<file path="config.mk">
export PLATFORM = sky130hd
export DESIGN_NAME = i2c_cmd_seq
export DESIGN_NICKNAME = d
export VERILOG_FILES = /design/src/rtl/i2c_cmd_pkg.sv /design/src/rtl/i2c_cmd_ctrl.sv /design/src/rtl/i2c_cmd_dp.sv /design/src/rtl/i2c_cmd_seq.sv
export SDC_FILE = /design/constraint.sdc
export NUM_CORES = 1
export LEC_CHECK = 0
export ABC_AREA = 1
export BUFFER_PORTS_ARGS = -buffer_cell sky130_fd_sc_hd__clkbuf_2
export CELL_PAD_IN_SITES_DETAIL_PLACEMENT = 1
export CELL_PAD_IN_SITES_GLOBAL_PLACEMENT = 2
export CORE_MARGIN = 2
export CORE_UTILIZATION = 26
export DETAILED_ROUTE_END_ITERATION = 6
export PLACE_DENSITY = 0.88
export SLEW_MARGIN = 20
export SYNTH_ARGS = -nofsm -noshare
export SYNTH_HDL_FRONTEND = slang
export SYNTH_SLANG_ARGS = --single-unit
</file>
<file path="constraint.sdc">
create_clock -name clk -period 1.5 [get_ports clk]
set_input_delay 0.15 -clock clk [delete_from_list [all_inputs] [get_ports clk]]
set_output_delay 0.15 -clock clk [all_outputs]
set_load 0.005 [all_outputs]
</file>
<file path="src/rtl/i2c_cmd_pkg.sv">
package i2c_cmd_pkg;

  typedef enum logic [3:0] {
    ST_IDLE   = 4'd0,
    ST_START  = 4'd1,
    ST_RSTART = 4'd2,
    ST_ACTIVE = 4'd3,
    ST_TXD    = 4'd4,
    ST_RXD    = 4'd5,
    ST_STOP   = 4'd6
  } mstState_t;

  typedef enum logic [1:0] {
    OP_START = 2'd0,
    OP_SEND  = 2'd1,
    OP_RECV  = 2'd2,
    OP_END   = 2'd3
  } busOp_t;

  localparam int REQ_START  = 0;
  localparam int REQ_TX     = 1;
  localparam int REQ_RX     = 2;
  localparam int REQ_RXLAST = 3;
  localparam int REQ_STOP   = 4;
  localparam int REQ_W      = 5;

  localparam int IRQ_TXACK = 0;
  localparam int IRQ_TXNAK = 1;
  localparam int IRQ_NSTOP = 2;
  localparam int IRQ_ABORT = 3;
  localparam int IRQ_W     = 4;

  localparam int STATE_W = 4;

  typedef struct packed {
    logic      loadCmd;
    logic      setState;
    mstState_t nextState;
    logic      clrStart;
    logic      clrTx;
    logic      clrRx;
    logic      clrStop;
    logic      irqTxAck;
    logic      irqTxNak;
    logic      irqNormStop;
    logic      irqAbnormal;
    logic      loadRx;
  } strobes_t;

  function automatic logic isActive(mstState_t s);
    return (s == ST_ACTIVE) || (s == ST_TXD) || (s == ST_RXD);
  endfunction

endpackage

</file>
<file path="src/rtl/i2c_cmd_ctrl.sv">
module i2c_cmd_ctrl
  import i2c_cmd_pkg::*;
(
  input  logic             clk,
  input  logic             rst_n,
  input  logic             cmdWrEn,
  input  logic [REQ_W-1:0] reqBits,
  input  mstState_t        mstState,
  input  logic             busReqReady,
  input  logic             busRspNak,
  output strobes_t         strb,
  output logic             busy,
  output logic             busReqValid,
  output busOp_t           busReqOp
);

  typedef enum logic [1:0] {C_IDLE, C_ENTER, C_WAIT} ctrlPhase_t;

  ctrlPhase_t curPh, nxtPh;
  busOp_t     curOp, selOp;

  logic pendStart, pendTx, pendRx, pendStop;
  assign pendStart = reqBits[REQ_START];
  assign pendTx    = reqBits[REQ_TX];
  assign pendRx    = reqBits[REQ_RX] | reqBits[REQ_RXLAST];
  assign pendStop  = reqBits[REQ_STOP];

  always_comb begin
    strb  = '0;
    strb.nextState = ST_IDLE;
    nxtPh = curPh;
    selOp = OP_START;
    unique case (curPh)
      C_IDLE: begin
        if (cmdWrEn) begin
          strb.loadCmd = 1'b1;
          nxtPh = C_ENTER;
        end
      end
      C_ENTER: begin
        if (pendStart) begin
          strb.setState  = 1'b1;
          strb.nextState = isActive(mstState) ? ST_RSTART : ST_START;
          selOp = OP_START;
          nxtPh = C_WAIT;
        end else if (pendTx) begin
          strb.setState  = 1'b1;
          strb.nextState = ST_TXD;
          selOp = OP_SEND;
          nxtPh = C_WAIT;
        end else if (pendRx) begin
          strb.setState  = 1'b1;
          strb.nextState = ST_RXD;
          selOp = OP_RECV;
          nxtPh = C_WAIT;
        end else if (pendStop) begin
          if (isActive(mstState)) begin
            strb.setState  = 1'b1;
            strb.nextState = ST_STOP;
            selOp = OP_END;
            nxtPh = C_WAIT;
          end else begin
            strb.irqAbnormal = 1'b1;
            strb.clrStop     = 1'b1;
            strb.setState    = 1'b1;
            strb.nextState   = ST_IDLE;
          end
        end else begin
          nxtPh = C_IDLE;
        end
      end
      C_WAIT: begin
        if (busReqReady) begin
          nxtPh = C_ENTER;
          strb.setState  = 1'b1;
          strb.nextState = ST_ACTIVE;
          unique case (curOp)
            OP_START: begin
              strb.clrStart = 1'b1;
              if (busRspNak) begin
                strb.irqTxNak  = 1'b1;
                strb.clrTx     = 1'b1;
                strb.clrRx     = 1'b1;
                strb.nextState = ST_IDLE;
              end
            end
            OP_SEND: begin
              strb.clrTx    = 1'b1;
              strb.irqTxNak = busRspNak;
              strb.irqTxAck = ~busRspNak;
            end
            OP_RECV: begin
              strb.clrRx  = 1'b1;
              strb.loadRx = 1'b1;
            end
            OP_END: begin
              strb.clrStop     = 1'b1;
              strb.irqNormStop = 1'b1;
              strb.nextState   = ST_IDLE;
            end
            default: ;
          endcase
        end
      end
      default: nxtPh = C_IDLE;
    endcase
  end

  always_ff @(posedge clk or negedge rst_n) begin
    if (!rst_n) begin
      curPh <= C_IDLE;
      curOp <= OP_START;
    end else begin
      curPh <= nxtPh;
      if (curPh == C_ENTER) curOp <= selOp;
    end
  end

  assign busy        = (curPh != C_IDLE);
  assign busReqValid = (curPh == C_WAIT);
  assign busReqOp    = curOp;

  assert_hold_req_R2: assert property (@(posedge clk) disable iff (!rst_n)
    busReqValid && !busReqReady |=> busReqValid && $stable(busReqOp));

  assert_send_state_R5: assert property (@(posedge clk) disable iff (!rst_n)
    busReqValid && busReqOp == OP_SEND |-> mstState == ST_TXD);

  assert_recv_state_R6: assert property (@(posedge clk) disable iff (!rst_n)
    busReqValid && busReqOp == OP_RECV |-> mstState == ST_RXD);

  assert_stop_state_R8: assert property (@(posedge clk) disable iff (!rst_n)
    busReqValid && busReqOp == OP_END |-> mstState == ST_STOP);

  assert_idle_clean_R9: assert property (@(posedge clk) disable iff (!rst_n)
    !busy |-> reqBits == '0);

endmodule

</file>
<file path="src/rtl/i2c_cmd_dp.sv">
module i2c_cmd_dp
  import i2c_cmd_pkg::*;
#(
  parameter int DATA_W = 8
) (
  input  logic              clk,
  input  logic              rst_n,
  input  strobes_t          strb,
  input  logic              busy,
  input  logic [REQ_W-1:0]  cmdWrData,
  input  logic              bufWrEn,
  input  logic [DATA_W-1:0] bufWrData,
  input  logic              busRspErr,
  input  logic [DATA_W-1:0] busRspData,
  output logic [REQ_W-1:0]  reqBits,
  output mstState_t         mstState,
  output logic [DATA_W-1:0] rxData,
  output logic [IRQ_W-1:0]  irqStatus,
  output logic [DATA_W-2:0] busReqAddr,
  output logic              busReqRead,
  output logic [DATA_W-1:0] busReqData,
  output logic              busReqNack
);

  logic [DATA_W-1:0] bufReg;

  always_ff @(posedge clk or negedge rst_n) begin
    if (!rst_n) begin
      reqBits   <= '0;
      mstState  <= ST_IDLE;
      rxData    <= '0;
      irqStatus <= '0;
      bufReg    <= '0;
    end else begin
      if (bufWrEn && !busy) bufReg <= bufWrData;
      if (strb.loadCmd) begin
        reqBits   <= cmdWrData;
        irqStatus <= '0;
      end else begin
        if (strb.clrStart) reqBits[REQ_START] <= 1'b0;
        if (strb.clrTx)    reqBits[REQ_TX]    <= 1'b0;
        if (strb.clrRx) begin
          reqBits[REQ_RX]     <= 1'b0;
          reqBits[REQ_RXLAST] <= 1'b0;
        end
        if (strb.clrStop)     reqBits[REQ_STOP]  <= 1'b0;
        if (strb.irqTxAck)    irqStatus[IRQ_TXACK] <= 1'b1;
        if (strb.irqTxNak)    irqStatus[IRQ_TXNAK] <= 1'b1;
        if (strb.irqNormStop) irqStatus[IRQ_NSTOP] <= 1'b1;
        if (strb.irqAbnormal) irqStatus[IRQ_ABORT] <= 1'b1;
      end
      if (strb.setState) mstState <= strb.nextState;
      if (strb.loadRx) rxData <= busRspErr ? {DATA_W{1'b1}} : busRspData;
    end
  end

  assign busReqAddr  = bufReg[DATA_W-1:1];
  assign busReqRead  = bufReg[0];
  assign busReqData  = bufReg;
  assign busReqNack  = reqBits[REQ_RXLAST];

  assert_ack_nak_excl_R5: assert property (@(posedge clk) disable iff (!rst_n)
    !(irqStatus[IRQ_TXACK] && irqStatus[IRQ_TXNAK]));

  assert_stop_kind_excl_R8: assert property (@(posedge clk) disable iff (!rst_n)
    !(irqStatus[IRQ_NSTOP] && irqStatus[IRQ_ABORT]));

  assert_load_clears_irq_R1: assert property (@(posedge clk) disable iff (!rst_n)
    strb.loadCmd |=> irqStatus == '0);

  assert_buf_hold_R10: assert property (@(posedge clk) disable iff (!rst_n)
    busy && $past(busy) |-> $stable(busReqData));

endmodule

</file>
<file path="src/rtl/i2c_cmd_seq.sv">
module i2c_cmd_seq
  import i2c_cmd_pkg::*;
#(
  parameter int DATA_W = 8
) (
  input  logic                     clk,
  input  logic                     rst_n,
  input  logic                     cmdWrEn,
  input  logic [REQ_W-1:0]         cmdWrData,
  input  logic                     bufWrEn,
  input  logic [DATA_W-1:0]        bufWrData,
  output logic [STATE_W+REQ_W-1:0] cmdRegRd,
  output logic [DATA_W-1:0]        rxData,
  output logic [IRQ_W-1:0]         irqStatus,
  output logic                     busy,
  output logic                     busReqValid,
  output logic [1:0]               busReqOp,
  output logic [DATA_W-2:0]        busReqAddr,
  output logic                     busReqRead,
  output logic [DATA_W-1:0]        busReqData,
  output logic                     busReqNack,
  input  logic                     busReqReady,
  input  logic                     busRspNak,
  input  logic [DATA_W-1:0]        busRspData,
  input  logic                     busRspErr
);

  strobes_t         strb;
  logic [REQ_W-1:0] reqBits;
  mstState_t        mstState;
  busOp_t           opSel;

  i2c_cmd_ctrl u_ctrl (
    .clk(clk), .rst_n(rst_n), .cmdWrEn(cmdWrEn), .reqBits(reqBits),
    .mstState(mstState), .busReqReady(busReqReady), .busRspNak(busRspNak),
    .strb(strb), .busy(busy), .busReqValid(busReqValid), .busReqOp(opSel)
  );

  i2c_cmd_dp #(.DATA_W(DATA_W)) u_dp (
    .clk(clk), .rst_n(rst_n), .strb(strb), .busy(busy), .cmdWrData(cmdWrData),
    .bufWrEn(bufWrEn), .bufWrData(bufWrData), .busRspErr(busRspErr),
    .busRspData(busRspData), .reqBits(reqBits), .mstState(mstState),
    .rxData(rxData), .irqStatus(irqStatus), .busReqAddr(busReqAddr),
    .busReqRead(busReqRead), .busReqData(busReqData), .busReqNack(busReqNack)
  );

  assign busReqOp = opSel;
  assign cmdRegRd = {mstState, reqBits};

endmodule

</file>
==> metrics.cfg, run 1 <==
[finish]
stdcell_area_mm2=0.00216
layout-drive-gt1-share_pct=43.7
fillers=758
insertedDiodeCount=0
area_growth_pct=33.5
layout.cells.non_filler=329
final_core_util_pct=36.2
nNetsFinal=285

[die]
start_util_pct=27.1
dieHeight_um=82.8
core_mm2=0.00596
ios=70
die_w_um=82.8
die-area_mm2=0.00686
core.rowCount=28

[clock_network]
cts_buffers=5
cts_sinks=32
clk_latency_ns=0.29
cts_root_buffer=clkbuf_8
cts.clk_slew.worst_paths_ns=0.07
htreeDepth=2
cts_tree=yes
clock_path_buffers=2

[grt]
grt_max_degree=33
grt-ovfl-total=0
grt_pass1_wl_um=6870
grt.total_usage_pct=12.5
antenna_found_initial=0
grt_pass1_vias=1437

[worst_setup_path]
ff2ff_path_depth=8
start_kind=register
reg2reg_from=u_ctrl.curPh[0]
crit_type=reg2out
r2r_setup_slack_ns=0.1
cp.arrival_ns=1.25
end_kind=output pin
required_ns=1.35
r2r-end=u_dp.mstState[0]
crit_path_max_fanout=4

[timing]
hold_viol_final=0
maxClockFrequency_mhz=714
period_minus_slack_ns=1.40
finalCritPeriodShare_pct=93.3
setup_viol_count_final=0
setup_ws_ns=0.0998
tns_ns=0
slew_violations=0
rsz0062_at_grt=yes
skew_ns=0.00334
whs_ns=0.0580

[routing]
vias=1425
drtAntennaViolNets=0
drt-vias-per-instance=4.33
drc=0
routed_wl_um=4210
wl_per_cell_um=12.8
drt_iter0_markers=13
first_pass_iters=4

[yosys]
synth_seq_cells=32
yosys_warnings=0
syn-num-nets=212
syn_area_mm2=0.00162
synthCells=180
synth.distinct_cells=22
syn_avg_cell_area_um2=8.97
ys_seq_area_share_pct=49.6

[placement]
place_ws_ns=-0.0153
dpl-instance-area_mm2=0.00200
hpwl_um=3220
port_buffers=68
dp_cells=316
gp_congestion=0.810

[worst_hold_path]
min-delay-start=cmdWrData[3]
min_delay_worst_endpoint=u_dp.reqBits[3]
worstHoldPathCells=3
hold_class=in2reg

[power]
power_density_mw_per_mm2=1970
total_power_mw=4.25
vdd_drop_max_v=0.000565
p_leak_nw=1.16

[outcome]
status=finished clean

[job]
maxCapViolations=0

-- critical path, cell delays in order, from the launching register on --
cell and delay (ns):
dfrtp_1 0.39, inv_1 0.08, ha_1 0.24, buf_4 0.15, clkbuf_2 0.10
-- per-layer routing --
| metal | GRT usage [%] | part of all wire [%] | vias up |
|---|---|---|---|
| li1 | - | - | 709 |
| met1 | 15.7 | 45 | 672 |
| met2 | 20.0 | 48 | 38 |
| met3 | 4.17 | 5.7 | 6 |
| met4 | 4.47 | 1.5 | 0 |
| met5 | 0 | 0 | - |
-- how the worst max path moves through the flow --
stage                          from                 end  slack [ns]  cells past startpoint
floorplan           u_ctrl.curPh[0]      u_dp.rxData[0]        0.14                      6
finish              u_ctrl.curPh[0]         busReqValid         0.1                      4
global placement    u_ctrl.curPh[0]  u_dp.busReqData[4]        0.04                      4
detailed placement  u_ctrl.curPh[0]     u_dp.reqBits[4]       -0.02                      7
CTS                 u_ctrl.curPh[1]     u_dp.reqBits[4]       0.009                      9
global route        u_ctrl.curPh[1]     u_dp.reqBits[4]       -0.07                      9
-- what timing repair did --
action                                 CTS  global route
pin swaps                                0             3
hold buffers                             1             0
endpoints found under the hold margin   32             0
setup endpoints to repair               11            12
gates resized for setup                  3             5
setup buffers                            0             4
-- logic make-up (layout without fill, tap and decap cells) --
logic type                 after synthesis  count (layout)  share of synthesized area [%]
and+or+nand+nor                         66              66                           18.7
buffers and inverters                   39             113                           12.3
DFF                                     32              32                           49.6
AOI/OAI and AO/OA                       30              30                           10.5
muxes                                    8               8                           5.58
adders and majority gates                4               4                           3.10
other                                    1               1                          0.232
-- Yosys cell counts (all sizes together) --
cell type  count  share of area, %
nand2         38               9.1
dfrtp         32                50
inv           26               6.0
o21ai         21               7.4
nor2          13               3.5
buf           12               6.0
nand3         10               3.1
mux2           8               5.6
a21oi          6               1.9
ha             4               3.1
nand4          4               1.9
o22ai          2              0.77
clkinv         1              0.23
conb           1              0.23
nor3           1               1.0
o21bai         1              0.46
-- final cells by class --
type | instances | area [um2] | share of cell area [%]
multi-input cells | 109 | 636 | 29.5
clock buffers | 7 | 86.3 | 4.00
inverters | 27 | 103 | 4.76
clock inverters | 1 | 7.51 | 0.348
flip-flops and latches | 32 | 801 | 37.1
well taps | 75 | 93.8 | 4.35
repair buffers | 78 | 430 | 20.0
-- sequential cells by signal (all words and copies together) (netlist names) --
name,count
u_ctrl.curPh,2
u_ctrl.busReqOp,2
u_dp.reqBits,5
u_dp.rxData,8
u_dp.mstState,3
u_dp.irqStatus,4
u_dp.busReqData,8
-- report_power, final --
group	switching [mW]	internal, mW
Combinational	1.03	0.919
Clock	0.329	0.373
Sequential	0.340	1.26
-- cells in the final DEF (no fill, tap or decap) --
master,Yosys,final
ha_2,0,1
clkinv_2,0,1
clkbuf_8,0,6
mux2_2,8,8
o21ai_0,17,17
o21ai_2,4,4
nand2_1,36,34
nand2_4,0,1
o21bai_1,1,1
a21oi_1,6,6
ha_1,4,3
nor3_4,1,1
nor2_1,10,7
nand4_1,3,3
nand2_2,2,3
buf_4,10,8
inv_1,25,25
clkbuf_2,0,68
nand4_2,1,1
nand3_1,10,10
dfrtp_1,32,32
dlygate4sd3_1,0,1
buf_12,0,1
conb_1,1,1
nor2_2,3,6
o22ai_1,2,2
clkinvlp_4,0,1
clkbuf_1,0,1
inv_2,1,1
Power figures use the tool's default switching activity.
==> run 2: changes to the inputs <==
Settings changed: CORE_MARGIN 2 to 5, CTS_BUF_LIST from default to sky130_fd_sc_hd__clkbuf_8 sky130_fd_sc_hd__clkbuf_16.
==> metrics.cfg, run 2 (synthesis gave the netlist of run 1 again) <==
[grt]
grt_max_degree=33
grt_pass1_vias=1555
grt-ovfl-total=0
antenna_found_initial=0
grt_pass1_wl_um=7070
grt.total_usage_pct=11.7

[clock_network]
cts_tree=yes
clock_path_buffers=2
clk_latency_ns=0.28
htreeDepth=2
cts_buffers=5
cts.clk_slew.worst_paths_ns=0.07
cts_sinks=32
cts_root_buffer=clkbuf_8

[routing]
vias=1428
drtAntennaViolNets=0
drt-vias-per-instance=4.35
drc=0
routed_wl_um=4250
wl_per_cell_um=13.0
drt_iter0_markers=27
first_pass_iters=4

[finish]
stdcell_area_mm2=0.00218
final_common_cell=clkbuf_2
nNetsFinal=284
area_growth_pct=34.8
mostFrequentLayoutCells=clkbuf_2, nand2_1, dfrtp_1
insertedDiodeCount=0
fillers=733
layout-drive-gt1-share_pct=44.3

[placement]
hpwl_um=3380
port_buffers=68
dpl-instance-area_mm2=0.00200
gp_congestion=0.832

[power]
p_sw_mw=1.69
pwr-share-clk_pct=20.3
p_int_mw=2.76
p_sw_share_pct=38.0
power_density_mw_per_mm2=2050
total_power_mw=4.46
combPwrFrac_pct=44.1
p_seq_share_pct=35.6
vdd_drop_max_v=0.000932
p_leak_nw=1.17

[worst_setup_path]
reg2reg_from=u_ctrl.curPh[0]
end_kind=register
crit_type=reg2reg
crit_path_max_fanout=4
critical_path.cell_chain=inv_1, ha_1, nand2_2, nor2_1, o21ai_0, nand3_1, nand2_1
crit_slowest_cell=dfrtp_1
cp.arrival_ns=1.61
r2r_setup_slack_ns=0.06
r2r-end=u_dp.reqBits[3]
ff2ff_path_depth=7
max_stage_delay_ns=0.40
required_ns=1.67
start_kind=register

[worst_hold_path]
min_delay_worst_endpoint=u_dp.reqBits[4]
hold_class=in2reg
worstHoldPathCells=3
min-delay-start=cmdWrData[4]

[job]
maxCapViolations=0

[die]
core_mm2=0.00599
die-area_mm2=0.00789
die_w_um=88.8
core.rowCount=28
ios=70
start_util_pct=27.0
dieHeight_um=88.8

[timing]
hold_viol_final=0
finalCritPeriodShare_pct=95.7
skew_ns=0.00864
slew_violations=0
setup_viol_count_final=0
maxClockFrequency_mhz=696
period_minus_slack_ns=1.44
tns_ns=0

[outcome]
status=finished clean

-- run 2: changes by cell type in the layout (fill, tap and decap cells not counted) --
cell / before / now
clkbuf_1: 1 / 0
clkinvlp_4: 1 / 0
inv_2: 1 / 2
inv_1: 25 / 24
buf_4: 8 / 7
bufinv_16: 0 / 1
nand2_2: 3 / 5
nand2_4: 1 / 0
nor2_1: 7 / 8
clkbuf_8: 6 / 7
nor2_2: 6 / 5
nand2_1: 34 / 33
-- run 2: worst max-delay path by stage --
stage	from	endpoint	slack (ns)	cells after the start
after detailed placement	u_ctrl.curPh[0]	u_dp.busReqData[2]	-0.03	4
after CTS	u_ctrl.curPh[1]	u_ctrl.curPh[0]	0.009	8
after global routing	u_ctrl.curPh[1]	u_ctrl.curPh[1]	-0.02	8
final	u_ctrl.curPh[0]	u_dp.reqBits[3]	0.06	7
after global placement	u_ctrl.curPh[1]	u_dp.busReqData[5]	0.03	4
after floorplan	u_ctrl.curPh[0]	u_dp.rxData[0]	0.14	6
-- run 2: worst max-delay path: cells and delay by family, from the launching register on --
kind / cells / cell delay (ns)
AOI/OAI and AO/OA: 1 / 0.18
adders and majority gates: 1 / 0.20
buffers and inverters: 1 / 0.10
DFF: 1 / 0.40
and+or+nand+nor: 4 / 0.45
-- run 2: area by class of cell --
cell class	instances	area [um2]	share of cell area, %
flip-flops and latches	32	801	36.8
multi-input cells	109	631	29.0
repair buffers	77	423	19.4
inverters	27	103	4.71
clock buffers	7	96.3	4.43
well taps	75	93.8	4.31
clock inverters	1	30.0	1.38
-- run 2: what timing repair did --
action	CTS	global route
endpoints found under the setup margin	13	11
pin swaps	0	3
setup buffers	0	3
hold buffers	1	0
endpoints found under the hold margin	32	0
gates resized for setup	3	5
-- run 2: power groups by stage --
| stage | combinational, mW | sequential (mW) | clock [mW] |
|---|---|---|---|
| global placement | 1.86 | 1.60 | 0 |
| floorplan | 1.19 | 1.60 | 0 |
| CTS | 1.93 | 1.61 | 0.936 |
| detailed placement | 1.91 | 1.62 | 0 |
| global route | 2.24 | 1.66 | 0.974 |
| finish | 1.96 | 1.59 | 0.905 |
-- run 2: stage by stage --
step	worst slack, ns	util [%]	cells	hold slack [ns]
detailed placement	-0.0309	33.4	316	0.207
floorplan	0.138	-	180	-0.146
global placement	0.0325	33.4	316	0.201
global route	-0.0224	36.3	328	0.0552
CTS	0.00922	35.8	325	0.0600
finish	0.0639	36.3	328	0.0641
-- run 2: layer usage --
metal	track usage [%]	share of wire, %	up-vias
met5	0	0	-
met4	3.30	0.85	0
met3	3.35	5.7	4
met2	20.5	51	37
met1	13.8	43	679
li1	-	-	708
==> run 3: changes to the inputs <==
Settings changed: ABC_AREA 1 to default, CORE_UTILIZATION 26 to 27, PLACE_DENSITY 0.88 to 0.89.
Clock period 1.5 ns to 1.6 ns, I/O delays scaled along.
==> metrics.cfg, run 3 <==
[worst_setup_path]
crit_path_max_fanout=2
cp.arrival_ns=1.83
crit_slowest_cell=dfrtp_2
crit_path_frequent_cell=inv_2
start_kind=register
max_stage_delay_ns=0.37
critical_path.cell_chain=inv_2, buf_4, ha_4, inv_2, a311oi_4, mux2_4, a31oi_1
crit_type=reg2reg
required_ns=1.82
end_kind=register

[timing]
maxClockFrequency_mhz=620
finalCritPeriodShare_pct=101
slew_violations=0
setup_viol_count_final=1
skew_ns=0.00808
setup_ws_ns=-0.0118
hold_viol_final=0
rsz0062_at_grt=yes
period_minus_slack_ns=1.61

[placement]
dpl-instance-area_mm2=0.00211
gp_congestion=0.794
port_buffers=68
hpwl_um=3670
place_ws_ns=-0.0774

[grt]
grt-ovfl-total=0
grt.total_usage_pct=13.2
antenna_found_initial=0
grt_pass1_vias=1583
grt_max_degree=33
grt_pass1_wl_um=7750

[clock_network]
cts_root_buffer=clkbuf_8
clock_path_buffers=2
cts.clk_slew.worst_paths_ns=0.07
htreeDepth=2
cts_buffers=5
cts_sinks=32
clk_latency_ns=0.29
cts_tree=yes

[power]
p_int_mw=2.81
vdd_drop_max_v=0.000571
p_sw_mw=1.76
p_sw_share_pct=38.6
power_density_mw_per_mm2=1990
total_power_mw=4.57
pwr-share-clk_pct=17.1
combPwrFrac_pct=51.3
p_leak_nw=1.17
p_seq_share_pct=31.6

[yosys]
syn-num-nets=196
syn_avg_cell_area_um2=9.86
synth.area.top_cells=dfrtp_1, mux2_2, nand2_1
synthCells=164
synth_most_common_cell=dfrtp_1
postSynth.asyncResetShare_pct=100
yosys.area.top_type=dfrtp_1
yosys_warnings=0
synth.distinct_cells=34
ys_seq_area_share_pct=49.5
yosys_most_used_dff=dfrtp_1
synth_edf_count=0
synth_seq_cells=32
synth_top_area_share_pct=49.5
synthTopCellsByCount=dfrtp_1, nand2_1, nor2_1, inv_1, o21ai_0
syn_area_mm2=0.00162

[finish]
fillers=720
nNetsFinal=274
regArea_um2=802
insertedDiodeCount=0
multi_input_area_um2=751
final_core_util_pct=38.9
layout-drive-gt1-share_pct=50.6
mostFrequentLayoutCells=clkbuf_2, dfrtp_1, nand2_1
final_common_cell=clkbuf_2
area_growth_pct=41.8
stdcell_area_mm2=0.00229

[die]
core.rowCount=28
ios=70
die-area_mm2=0.00763
dieHeight_um=87.4
die_w_um=87.4
core_mm2=0.00589
start_util_pct=27.5

[routing]
drc=0
vias=1457
first_pass_iters=4
wl_per_cell_um=14.8
routed_wl_um=4700
drt-vias-per-instance=4.58
drtAntennaViolNets=0
drt_iter0_markers=21

[outcome]
violations=setup timing
status=finished with violations

[job]
maxCapViolations=0

[worst_hold_path]
hold_class=in2reg

run 3: changes by cell type after synthesis, moves of 3 or more:
cell,change
nand4_1,-3
inv_1,-13
nor2_1,+8
nand3_1,-8
o21ai_0,-5
a31oi_1,+5
mux2i_1,+3
o21ai_2,-4
nor2_2,-3
nand2_1,-13
run 3: stage by stage:
stage               TNS [ns]  hold WS, ns  instances
global route          -0.327       0.0724        318
CTS                  -0.0821       0.0597        315
finish               -0.0118       0.0643        318
global placement     -0.0641        0.209        305
detailed placement    -0.578        0.219        305
floorplan             -0.610       -0.136        164
run 3: what timing repair did:
| item | 4_1_cts | 5_1_grt |
|---|---|---|
| hold buffers | 1 | 0 |
| buffers inserted | 1 | 3 |
| endpoints found under the setup margin | 13 | 8 |
| hold endpoints to repair | 32 | 0 |
| gates cloned | 0 | 0 |
| pin swaps | 2 | 3 |
| resized for setup | 5 | 4 |
run 3: layer usage:
layer | track usage (%) | vias up | part of all wire, %
li1 | - | 704 | -
met2 | 21.1 | 52 | 48
met5 | 0 | - | 0
met1 | 16.4 | 690 | 43
met3 | 3.22 | 11 | 6.5
met4 | 6.56 | 0 | 2.3
run 3: final timing paths:
check | startpoint | to | slack [ns] | depth (start not counted)
hold reg to reg | u_dp.rxData[0] | u_dp.rxData[0] | 0.48 | 2
max in group asynchronous | rst_n | u_ctrl.curPh[1] | 0.83 | 3
min in group asynchronous | rst_n | u_dp.mstState[1] | 0.44 | 3
hold / removal | cmdWrData[1] | u_dp.reqBits[1] | 0.06 | 3
setup reg to reg | u_ctrl.curPh[1] | u_dp.mstState[2] | -0.01 | 7
setup / recovery | u_ctrl.curPh[1] | u_dp.mstState[2] | -0.01 | 7
run 3: power groups by stage:
stage / clock (mW) / combinational (mW) / sequential (mW)
after floorplan: 0 / 1.32 / 1.49
after global placement: 0 / 2.16 / 1.44
after detailed placement: 0 / 2.23 / 1.47
after CTS: 0.814 / 2.32 / 1.46
after global routing: 0.841 / 2.59 / 1.50
final: 0.782 / 2.34 / 1.44
run 3: cell type report:
cell class,instances,area share (%)
timing repair buffer,87,21.3
tap,75,4.09
clock inverter,3,1.86
multi-input combinational,104,32.8
inverter,12,1.97
clock buffer,5,3.00
sequential,32,35.0
run 3: critical path: cells and delay by family (launching register included):
family,cells,cell delay [ns]
flops,1,0.37
compound gates,2,0.36
mux,1,0.33
fa+ha+maj,1,0.26
buf+inv,3,0.22
run 3: cells by family (layout without fill, tap and decap cells):
group                    Yosys count  count (layout)  synth area share (%)
buffers and inverters             28             107                  9.44
other                              1               1                 0.232
adder cells (fa/ha/maj)            4               4                  3.10
AND/OR/NAND/NOR                   52              52                  15.2
AO/OA/AOI/OAI                     35              35                  14.3
multiplexers                      12              12                  8.13
flip-flops                        32              32                  49.5
